`src/rtl/rxq_pkg.sv`:
```
package rxq_pkg;

    localparam int unsigned MSG_W_DEF = 32;
    localparam int unsigned QDEPTH_DEF = 4;
    localparam int unsigned IEN_W = 4;

    // Enable register layout: wake-up, status change, overrun, receive
    typedef struct packed {
        logic wake;
        logic stat;
        logic ovr;
        logic rx;
    } ien_t;

    // Admission decision for one incoming message
    typedef struct packed {
        logic push;
        logic drop;
    } admit_t;

    function automatic admit_t admit_decide(input logic accept, input logic q_full, input logic adv);
        admit_t a;
        a.push = accept && (!q_full || adv);
        a.drop = accept && q_full && !adv;
        return a;
    endfunction

endpackage

```
`src/rtl/rxq_ring.sv`:
```
module rxq_ring #(
    parameter int unsigned W = 32,
    parameter int unsigned D = 4
) (
    input  logic                         clk,
    input  logic                         rst,
    input  logic                         push,
    input  logic [W-1:0]                 wdata,
    input  logic                         pop,
    output logic [W-1:0]                 rdata,
    output logic                         is_empty,
    output logic                         is_full
);
    localparam int unsigned PW = (D > 1) ? $clog2(D) : 1;
    localparam int unsigned CW = $clog2(D + 1);
    localparam logic [PW-1:0] LAST = PW'(D - 1);
    localparam logic [CW-1:0] CMAX = CW'(D);

    logic [W-1:0]  mem [D];
    logic [PW-1:0] wptr, rptr;
    logic [CW-1:0] count;

    assign rdata    = mem[rptr];
    assign is_empty = (count == '0);
    assign is_full  = (count == CMAX);

    always_ff @(posedge clk) begin
        if (push) begin
            mem[wptr] <= wdata;
        end
    end

    always_ff @(posedge clk) begin
        if (rst) begin
            wptr  <= '0;
            rptr  <= '0;
            count <= '0;
        end else begin
            if (push) begin
                wptr <= (wptr == LAST) ? '0 : wptr + 1'b1;
            end
            if (pop) begin
                rptr <= (rptr == LAST) ? '0 : rptr + 1'b1;
            end
            case ({push, pop})
                2'b10:   count <= count + 1'b1;
                2'b01:   count <= count - 1'b1;
                default: count <= count;
            endcase
        end
    end
endmodule

```
`src/rtl/rxq_front.sv`:
```
module rxq_front #(
    parameter int unsigned W = 32
) (
    input  logic         clk,
    input  logic         rst,
    input  logic         adv,
    input  logic [W-1:0] adv_data,
    input  logic         clr_w1c,
    output logic [W-1:0] fg_data,
    output logic         full
);
    always_ff @(posedge clk) begin
        if (rst) begin
            fg_data <= '0;
            full    <= 1'b0;
        end else begin
            if (adv) begin
                fg_data <= adv_data;
                full    <= 1'b1;
            end else if (clr_w1c) begin
                full    <= 1'b0;
            end
        end
    end
endmodule

```
`src/rtl/rxq_overrun.sv`:
```
module rxq_overrun (
    input  logic clk,
    input  logic rst,
    input  logic drop,
    input  logic clr_w1c,
    output logic flag
);
    always_ff @(posedge clk) begin
        if (rst) begin
            flag <= 1'b0;
        end else if (drop) begin
            flag <= 1'b1;
        end else if (clr_w1c) begin
            flag <= 1'b0;
        end
    end
endmodule

```
`src/rtl/rxq_enables.sv`:
```
module rxq_enables
    import rxq_pkg::*;
(
    input  logic clk,
    input  logic rst,
    input  logic init_req,
    input  logic init_ack,
    input  logic we,
    input  ien_t wdata,
    output ien_t ien
);
    logic in_init, open_for_write;

    assign in_init        = init_req && init_ack;
    assign open_for_write = !init_req && !init_ack;

    always_ff @(posedge clk) begin
        if (rst || in_init) begin
            ien <= '0;
        end else if (we && open_for_write) begin
            ien <= wdata;
        end
    end
endmodule

```
`src/rtl/rxq_fg_ctrl.sv`:
```
module rxq_fg_ctrl
    import rxq_pkg::*;
#(
    parameter int unsigned MSG_W  = MSG_W_DEF,
    parameter int unsigned QDEPTH = QDEPTH_DEF
) (
    input  logic             clk,
    input  logic             rst,
    input  logic             rx_valid,
    input  logic             rx_ok,
    input  logic [MSG_W-1:0] rx_data,
    input  logic             clr_full,
    input  logic             clr_ovr,
    input  logic             ien_we,
    input  logic [IEN_W-1:0] ien_wdata,
    input  logic             init_req,
    input  logic             init_ack,
    output logic [MSG_W-1:0] fg_data,
    output logic             fg_full,
    output logic             ovr_flag,
    output logic [IEN_W-1:0] ien,
    output logic             irq_rx,
    output logic             irq_err
);
    logic             accept, adv, q_empty, q_full;
    logic [MSG_W-1:0] q_head;
    admit_t           adm;
    ien_t             ien_q;

    assign accept = rx_valid && rx_ok;
    // Head moves forward when the foreground slot is free or released now
    assign adv    = !q_empty && (!fg_full || clr_full);
    assign adm    = admit_decide(accept, q_full, adv);

    rxq_ring #(.W(MSG_W), .D(QDEPTH)) u_ring (
        .clk      (clk),
        .rst      (rst),
        .push     (adm.push),
        .wdata    (rx_data),
        .pop      (adv),
        .rdata    (q_head),
        .is_empty (q_empty),
        .is_full  (q_full)
    );

    rxq_front #(.W(MSG_W)) u_front (
        .clk      (clk),
        .rst      (rst),
        .adv      (adv),
        .adv_data (q_head),
        .clr_w1c  (clr_full),
        .fg_data  (fg_data),
        .full     (fg_full)
    );

    rxq_overrun u_ovr (
        .clk     (clk),
        .rst     (rst),
        .drop    (adm.drop),
        .clr_w1c (clr_ovr),
        .flag    (ovr_flag)
    );

    rxq_enables u_ien (
        .clk      (clk),
        .rst      (rst),
        .init_req (init_req),
        .init_ack (init_ack),
        .we       (ien_we),
        .wdata    (ien_t'(ien_wdata)),
        .ien      (ien_q)
    );

    assign ien     = ien_q;
    assign irq_rx  = fg_full && ien_q.rx;
    assign irq_err = ovr_flag && ien_q.ovr;
endmodule

```
`config.mk`:
```
export PLATFORM = sky130hd
export DESIGN_NAME = rxq_fg_ctrl
export DESIGN_NICKNAME = d
export VERILOG_FILES = /design/src/rtl/rxq_pkg.sv /design/src/rtl/rxq_ring.sv /design/src/rtl/rxq_front.sv /design/src/rtl/rxq_overrun.sv /design/src/rtl/rxq_enables.sv /design/src/rtl/rxq_fg_ctrl.sv
export SDC_FILE = /design/constraint.sdc
export NUM_CORES = 1
export LEC_CHECK = 0
export CAP_MARGIN = 10
export CORE_MARGIN = 5
export CORE_UTILIZATION = 55
export DETAILED_ROUTE_END_ITERATION = 12
export GPL_TIMING_DRIVEN = 0
export PLACE_DENSITY = 0.8
export SLEW_MARGIN = 0
export SYNTH_ARGS = -nofsm -noshare
export SYNTH_HDL_FRONTEND = slang
export SYNTH_SLANG_ARGS = --single-unit
```
`constraint.sdc`:
```
create_clock -name clk -period 4 [get_ports clk]
set_input_delay 1 -clock clk [delete_from_list [all_inputs] [get_ports clk]]
set_output_delay 1 -clock clk [all_outputs]
set_load 0.01 [all_outputs]
```
==> metrics.md, run 1 <==
| Metric | Value |
|---|---|
| Status | `complete, no violations` |
| Maximum buffer depth of the clock tree | `2` |
| Setup total negative slack | `0 ns` |
| PD cells | `633 nW/um^2` |
| Fin crit period | `2.96 ns` |
| RSZ-0062 raised after global routing | `false` |
| CTS Root Cell | `clkbuf_16` |
| Clk_skew | `0.00567 ns` |
| Final std cells w/o fill | `585` |
| Type of the worst setup path | `input pin to flip-flop` |
| Number of global-route vias before repair | `3,532` |
| Clk sinks | `approximately 170` |
| Worst setup EP type | `flip-flop` |
| EDFF count, synth | `128` |
| Reg area | `4740 um^2` |
| Final Cycle Share | `73.9%` |
| Vias after detailed routing | `3,300` |
| Sw Pwr | `1.30 mW` |
| # IOs | `85` |
| Sequential-to-total area share from yosys stat | `74.3%` |
| Hold Buf Count CTS | `0` |
| GR Util All Layers | `17.9%` |
| Final setup viols | `0` |
| Initial drt markers | `194` |
| Flop pwr share | `around 45%` |
| Standard-cell rows | `39` |
| CTS tree | `yes` |
| Switching power share of the total | `between 20% and 30%` |
| Core Area | `about 11,000 um^2` |
| Min-Delay Path Class | `flip-flop to flip-flop` |
| Clock group share of total power | `29.8%` |
| Adder-cell area share of the yosys netlist | `1.49%` |
| Count leader, synth | `edfxtp_1` |
| Final Hold Viols | `0` |
| Yosys Warn Count | `0` |
| Pre-antenna DRT Iters | `4` |
| Comb power frac | `between 20% and 30%` |
| Syn Inst Count | `327` |
| # Post-CTS Setup Buffers | `0` |
| Slew HR | `around two fifths` |
| Synth cell types | `35` |
| Post-synth top flop | `edfxtp_1` |
| Drt wl/cell | `19.7 um` |
| # fillers | `775` |
| Die Footprint | `roughly 14,000 um^2` |
| IO buf count | `82` |
| Total gr overflow | `0` |
| Internal power | `3.73 mW` |
| Antenna violations before repair | `0` |
| Routability cong. | `0.781` |
| DRC | `0` |
| Synthesized net count | `~380` |
| H-tree depth | `4` |
| Cells after DPL | `between 500 and 600` |
| Antenna-violating nets left | `0` |
| Chip height | `118 um` |
| Pin count of the biggest net entering global routing | `33` |
| Leading area contributor after synthesis | `edfxtp_1` |
| Top-area cell type share of the netlist area | `approximately 60%` |
| CTS buffer count | `17` |
| Final nets | `between 400 and 500` |
| P&R area growth vs syn | `24.5%` |
| Main combinational cell family by area after synthesis | `multiplexers` |
| Global-route wire length before repair | `19,000 um` |
| Critical Path Start Type | `input pin` |
| Arrival time of the worst setup path | `3.31 ns` |
| Synthesized area | `6390 um^2` |
| Post-synthesis mux area share | `11.8%` |
| Horiz. Die Dim | `118 um` |
| Synth Register Bits | `173` |
| Worst vdd ir | `0.426 mV` |
| Critical Path RT | `~4.4 ns` |
| Vias per cell | `5.64` |
| Slew Viols, Final | `0` |
| Compound-Gate Fraction of Synth Area | `6.76%` |
| Worst-Skew Late Latency | `0.42 ns` |
| Detailed placement HPWL | `7250 um` |
| Xor/xnor share of the synthesized area | `0.274%` |
| Synth area leaders | `edfxtp_1 60%, dfxtp_1 14%, mux4_2 11%` |
| Worst Tran Pin Value | `0.915 ns` |
| Layout cells sized above 1 | `a little under a fifth` |
| Clock Pin Slew Worst Setup and Hold Paths | `~0.060 ns` |
| Area share of and/or/nand/nor cells after synthesis | `3.25%` |
| # diodes | `0` |
| Final WL | `around 12,000 um` |
| Initial Util | `around 56%` |
| Ys async rst share | `0%` |
| Crit Path Max Fanout | `7` |
| Leak pwr | `between 2 and 3 nW` |
| Fmax achieved | `0.338 GHz` |
| Multi-input gate area | `~1500 um^2` |
| Commonest cells in the netlist | `128 x edfxtp_1, 45 x dfxtp_1, 32 x mux4_2` |
| Post_cts resized | `0` |
| Max-cap violation count | `0` |
| Syn Area/Cell | `19.5 um^2` |
==> critical path, stage by stage <==
cell	delay, ns
clkdlybuf4s50_1	0.48
nor2b_2	0.09
a31oi_2	0.34
inv_1	0.09
ha_1	0.23
fa_1	0.39
xnor2_1	0.15
or3_2	0.40
a21oi_1	0.15
==> through the flow <==
stage / worst slack [ns] / total power [mW] / hold WS [ns] / util (%) / instance area (um^2)
2_1_floorplan: 1.28 / 3.06 / 0.481 / - / 6390
3_3_place_gp: 0.207 / 3.55 / 0.459 / 64.7 / 7390
3_5_place_dp: 0.630 / 3.59 / 0.465 / 64.9 / 7410
4_1_cts: 1.05 / 5.10 / 0.483 / 69.6 / 7950
5_1_grt: 0.866 / 5.28 / 0.493 / 69.6 / 7950
6_report: 1.04 / 5.03 / 0.476 / 69.6 / 7950
==> flip-flops by register name, indices dropped and copies added (netlist names) <==
register,flops
u_ring.count,3
u_front.full,1
u_front.fg_data,32
u_ovr.flag,1
u_ring.wptr,2
u_ien.ien,4
u_ring.mem,128
u_ring.rptr,2
==> kinds of logic (layout without fill, tap and decap cells) <==
logic type	Yosys count	count (layout)
AND/OR/NAND/NOR	34	34
XOR/XNOR	2	2
adder cells (fa/ha/maj)	7	7
AO/OA/AOI/OAI	54	54
buffers and inverters	22	137
multiplexers	35	35
flip-flops	173	173
==> power by group through the flow <==
stage	logic, mW	registers, mW	clock network [mW]
final	1.29	2.24	1.50
after global routing	1.40	2.26	1.62
after CTS	1.32	2.24	1.53
after detailed placement	1.31	2.28	0
after global placement	1.28	2.27	0
after floorplan	0.737	2.32	0
==> cell usage in the layout (no fill, tap or decap), types with 5 or more instances in the layout <==
cell type and n:
nand2_1 5, inv_1 5, dfxtp_1 45, nor2_1 5, a22o_1 30, buf_6 7, mux4_2 32, a21oi_1 9
edfxtp_1 128, clkbuf_16 17, ha_1 6, clkdlybuf4s50_1 82, clkbuf_1 11
==> final cells by class <==
cell class / instances / area share [%]
plain buffers: 17 / 1.51
multi-input cells: 132 / 19.0
repair buffers: 83 / 10.6
well taps: 143 / 2.25
inverters: 5 / 0.236
flip-flops and latches: 173 / 59.7
clock inverters: 8 / 0.850
clock buffers: 24 / 5.93
==> metal layers <==
layer	share of wire [%]	routed length, um	up-vias	GRT usage [%]
li1	-	-	1523	-
met1	41	4740	1667	22.2
met2	51	5830	90	28.8
met3	6.3	721	20	6.15
met4	1.9	217	0	7.53
met5	0	0	-	0
==> final timing paths <==
check / from / cells past startpoint / to / slack (ns)
worst max register to register: u_ring.count[0]$_SDFFE_PP0P_ / 8 / u_ring.count[2]$_SDFFE_PP0P_ / 1.62
worst min-delay path: u_front.fg_data[11]$_SDFFE_PP0P_ / 1 / u_front.fg_data[11]$_SDFFE_PP0P_ / 0.48
worst min register to register: u_front.fg_data[11]$_SDFFE_PP0P_ / 1 / u_front.fg_data[11]$_SDFFE_PP0P_ / 0.48
worst max-delay path: clr_full / 9 / u_ring.count[2]$_SDFFE_PP0P_ / 1.04
Note: power is estimated with default switching activity, not from simulation.
==> run 2, diff against run 1 <==
--- a/config.mk
+++ b/config.mk
@@ -7,10 +7,10 @@
 export LEC_CHECK = 0
 export CAP_MARGIN = 10
 export CORE_MARGIN = 5
-export CORE_UTILIZATION = 55
+export CORE_UTILIZATION = 49
 export DETAILED_ROUTE_END_ITERATION = 12
 export GPL_TIMING_DRIVEN = 0
-export PLACE_DENSITY = 0.8
+export PLACE_DENSITY = 0.75
 export SLEW_MARGIN = 0
 export SYNTH_ARGS = -nofsm -noshare
 export SYNTH_HDL_FRONTEND = slang
==> constraint.sdc (replaced) <==
create_clock -name clk -period 2.5 [get_ports clk]
set_input_delay 0.625 -clock clk [delete_from_list [all_inputs] [get_ports clk]]
set_output_delay 0.625 -clock clk [all_outputs]
set_load 0.01 [all_outputs]
==> run 2 against run 1 <==
  * Highest routed layer unchanged
  * Clock-buffer cell count down 4
  * Sequential share of layout area down 1.4 points
  * Cell count up 5.6%
  * Register-to-register slack worse by 1.4 ns
  * Worst hold slack worse by 0.0028 ns
==> metrics.md, run 2 (synthesis gave the netlist of run 1 again) <==
| Metric | Value |
|---|---|
| R2R Path End | `u_ring.count[2]$_SDFFE_PP0P_` |
| Fin Hold WS | `0.474 ns (-0.00278 ns)` |
| Top reg by flops | `u_ring.mem` |
| Arrival time of the worst setup path | `2.73 ns (-0.58 ns)` |
| Internal power | `6.23 mW (+67%)` |
| Type of the worst setup path | `input pin to flip-flop` |
| Hold Buf Count CTS | `0 (unchanged)` |
| R2R Setup Slk | `0.23 ns (-1.39 ns)` |
| Largest register FFs | `128 (unchanged)` |
| Most frequent cells in the layout | `128 x edfxtp_1, 81 x clkdlybuf4s50_1, 45 x dfxtp_1, 32 x mux4_2, 30 x a22o_1` |
| Routability cong. | `0.737 (-5.6%)` |
| HP Start | `u_front.fg_data[0]$_SDFFE_PP0P_` |
| Worst-Skew Late Latency | `0.42 ns (about the same)` |
| Maximum buffer depth of the clock tree | `2 (unchanged)` |
| Worst Tran Pin Value | `0.721 ns (-0.194 ns)` |
| Biggest regs | `u_ring.mem x128, u_front.fg_data x32, u_ien.ien x4` |
| R2R cell count | `7 (-1)` |
| Detailed placement HPWL | `7260 um (+0.12%)` |
| Flop pwr share | `43.0% (-1.6 points)` |
| Chip height | `124 um (+5.4%)` |
| DRC | `0 (unchanged)` |
| Switching power share of the total | `25.5% (-0.44 points)` |
| IO buf count | `82 (unchanged)` |
| Crit Path Max Fanout | `2 (-5)` |
| Sw Pwr | `2.13 mW (+63%)` |
| Crit path launch | `rx_ok` |
| Worst vdd ir | `0.562 mV (+32%)` |
| Leak pwr | `2.72 nW (+2.6%)` |
| # fillers | `951 (+23%)` |
| PD cells | `1030 nW/um^2 (+62%)` |
| CTS tree | `yes` |
| Clk_skew | `0.0101 ns (+0.00439 ns)` |
| CTS buffer count | `17 (unchanged)` |
| Final nets | `485 (+0.83%)` |
| Post-route design area | `8140 um^2 (+2.4%)` |
| Horiz. Die Dim | `124 um (+5.4%)` |
| Status | `complete, no violations` |
| Final WL | `12,000 um (+3.8%)` |
| Antenna-violating nets left | `0 (unchanged)` |
| Comb power frac | `24.9% (-0.7 points)` |
| Antenna violations before repair | `0 (unchanged)` |
| Global-route wire length before repair | `18,700 um (-1.7%)` |
| Initial Util | `50.2% (-5.7 points)` |
| P&R area growth vs syn | `27.4%` |
| Max-cap violation count | `0 (unchanged)` |
| Post-placement cell area | `7510 um^2 (+1.3%)` |
| Layout cells sized above 1 | `19.7% (+1.4 points)` |
| Drt wl/cell | `19.3 um (-1.7%)` |
| RSZ-0062 raised after global routing | `false` |
| # diodes | `0 (unchanged)` |
| Vias after detailed routing | `3,344 (+1.3%)` |
| Pin count of the biggest net entering global routing | `33 (unchanged)` |
| CTS Root Cell | `clkbuf_16` |
| Final setup viols | `0 (unchanged)` |
| Slew HR | `51.9% (+13 points)` |
| # IOs | `85 (unchanged)` |
| Setup total negative slack | `0 ns (unchanged)` |
| Initial drt markers | `164 (-15%)` |
| Clock Pin Slew Worst Setup and Hold Paths | `0.06 ns (about the same)` |
| Most common cell after layout, fill and taps aside | `edfxtp_1` |
| Hold Path Depth | `1 (unchanged)` |
| Hold EP | `u_front.fg_data[0]$_SDFFE_PP0P_` |
| Final Hold Viols | `0 (unchanged)` |
| Critical Path Start Type | `input pin` |
| Slew Viols, Final | `0 (unchanged)` |
| Clock group share of total power | `32.1% (+2.3 points)` |
| Vias per cell | `5.41 (-4.1%)` |
| H-tree depth | `4 (unchanged)` |
| Critical Path RT | `2.85 ns (-1.50 ns)` |
| Fin crit period | `2.38 ns` |
| Worst reg2reg path startpoint | `u_ring.count[2]$_SDFFE_PP0P_` |
| GR Util All Layers | `16.8% (-1.1 points)` |
| Total gr overflow | `0 (unchanged)` |
| Final Cycle Share | `95.3%` |
| Design Power | `8.35 mW (+66%)` |
| Final std cells w/o fill | `618 (+5.6%)` |
| Cells after DPL | `585 (+5.8%)` |
| Die Footprint | `15,400 um^2 (+11%)` |
| Standard-cell rows | `41 (+5.1%)` |
| Clk sinks | `173 (unchanged)` |
| Pre-antenna DRT Iters | `4 (unchanged)` |
| Number of global-route vias before repair | `3,527 (-0.14%)` |
| Fmax achieved | `0.420 GHz` |
| Worst setup EP type | `flip-flop` |
| Core Area | `12,700 um^2 (+11%)` |
| Min-Delay Path Class | `flip-flop to flip-flop` |
run 2: cell types whose count changed in the layout (fill, tap and decap cells not counted), sizes merged:
cell / before / now
clkdlybuf4s50: 82 / 81
clkbuf: 30 / 26
buf: 12 / 16
bufinv: 1 / 4
dlymetal6s2s: 0 / 1
clkinvlp: 2 / 3
run 2: repair_timing:
action,4_1_cts,5_1_grt
endpoints found under the setup margin,1,1
pin swaps,1,0
resized for setup,1,2
cloned,0,0
setup buffers,1,0
run 2: critical path, stage by stage:
cell,delay [ns]
clkdlybuf4s50_1,0.48
nand2_1,0.09
a31oi_4,0.15
inv_1,0.06
ha_1,0.22
fa_1,0.40
xnor2_1,0.15
or3_2,0.41
a21oi_1,0.14
run 2: area by class of cell:
type	instances	area [um^2]	share of cell area, %
multi-input cells	132	1520	18.7
inverters	5	18.8	0.231
flip-flops and latches	173	4740	58.3
repair buffers	87	911	11.2
clock buffers	20	437	5.37
plain buffers	17	120	1.48
clock inverters	12	170	2.09
well taps	172	215	2.64
run 2: metal layers:
metal	track usage, %	vias to the layer above	share of wire, %
met3	4.90	16	4.6
li1	-	1528	-
met1	21.0	1715	41
met5	0	-	0
met2	28.0	85	53
met4	6.37	0	1.5
run 2: metrics by stage:
stage / util [%] / setup slack (ns)
after CTS: 63.9 / 0.0283
after detailed placement: 59.0 / -0.566
after global routing: 64.0 / 0.0116
final: 64.0 / 0.118
after floorplan: - / 0.156
after global placement: 58.3 / -0.927
run 2: worst max-delay path by stage:
stage | endpoint | cells past startpoint
2_1_floorplan | u_ring.count[2]$_SDFFE_PP0P_ | 8
3_3_place_gp | u_ring.mem[0][18]$_DFFE_PP_ | 4
3_5_place_dp | u_ring.count[2]$_SDFFE_PP0P_ | 9
4_1_cts | u_ring.count[2]$_SDFFE_PP0P_ | 8
5_1_grt | u_ring.count[2]$_SDFFE_PP0P_ | 9
6_report | u_ring.count[2]$_SDFFE_PP0P_ | 9
run 2: power by group through the flow:
stage | clock (mW) | sequential, mW | combinational, mW
6_report | 2.68 | 3.59 | 2.08
5_1_grt | 2.88 | 3.62 | 2.25
4_1_cts | 2.74 | 3.59 | 2.12
3_5_place_dp | 0 | 3.64 | 2.10
3_3_place_gp | 0 | 3.64 | 2.05
2_1_floorplan | 0 | 3.71 | 1.18
==> run 3, diff against run 2 <==
--- a/config.mk
+++ b/config.mk
@@ -5,7 +5,7 @@
 export SDC_FILE = /design/constraint.sdc
 export NUM_CORES = 1
 export LEC_CHECK = 0
-export CAP_MARGIN = 10
+export CAP_MARGIN = 20
 export CORE_MARGIN = 5
 export CORE_UTILIZATION = 49
 export DETAILED_ROUTE_END_ITERATION = 12
==> results of run 3 <==
Same layout as run 2: the final DEF is identical, and so are final timing and power.
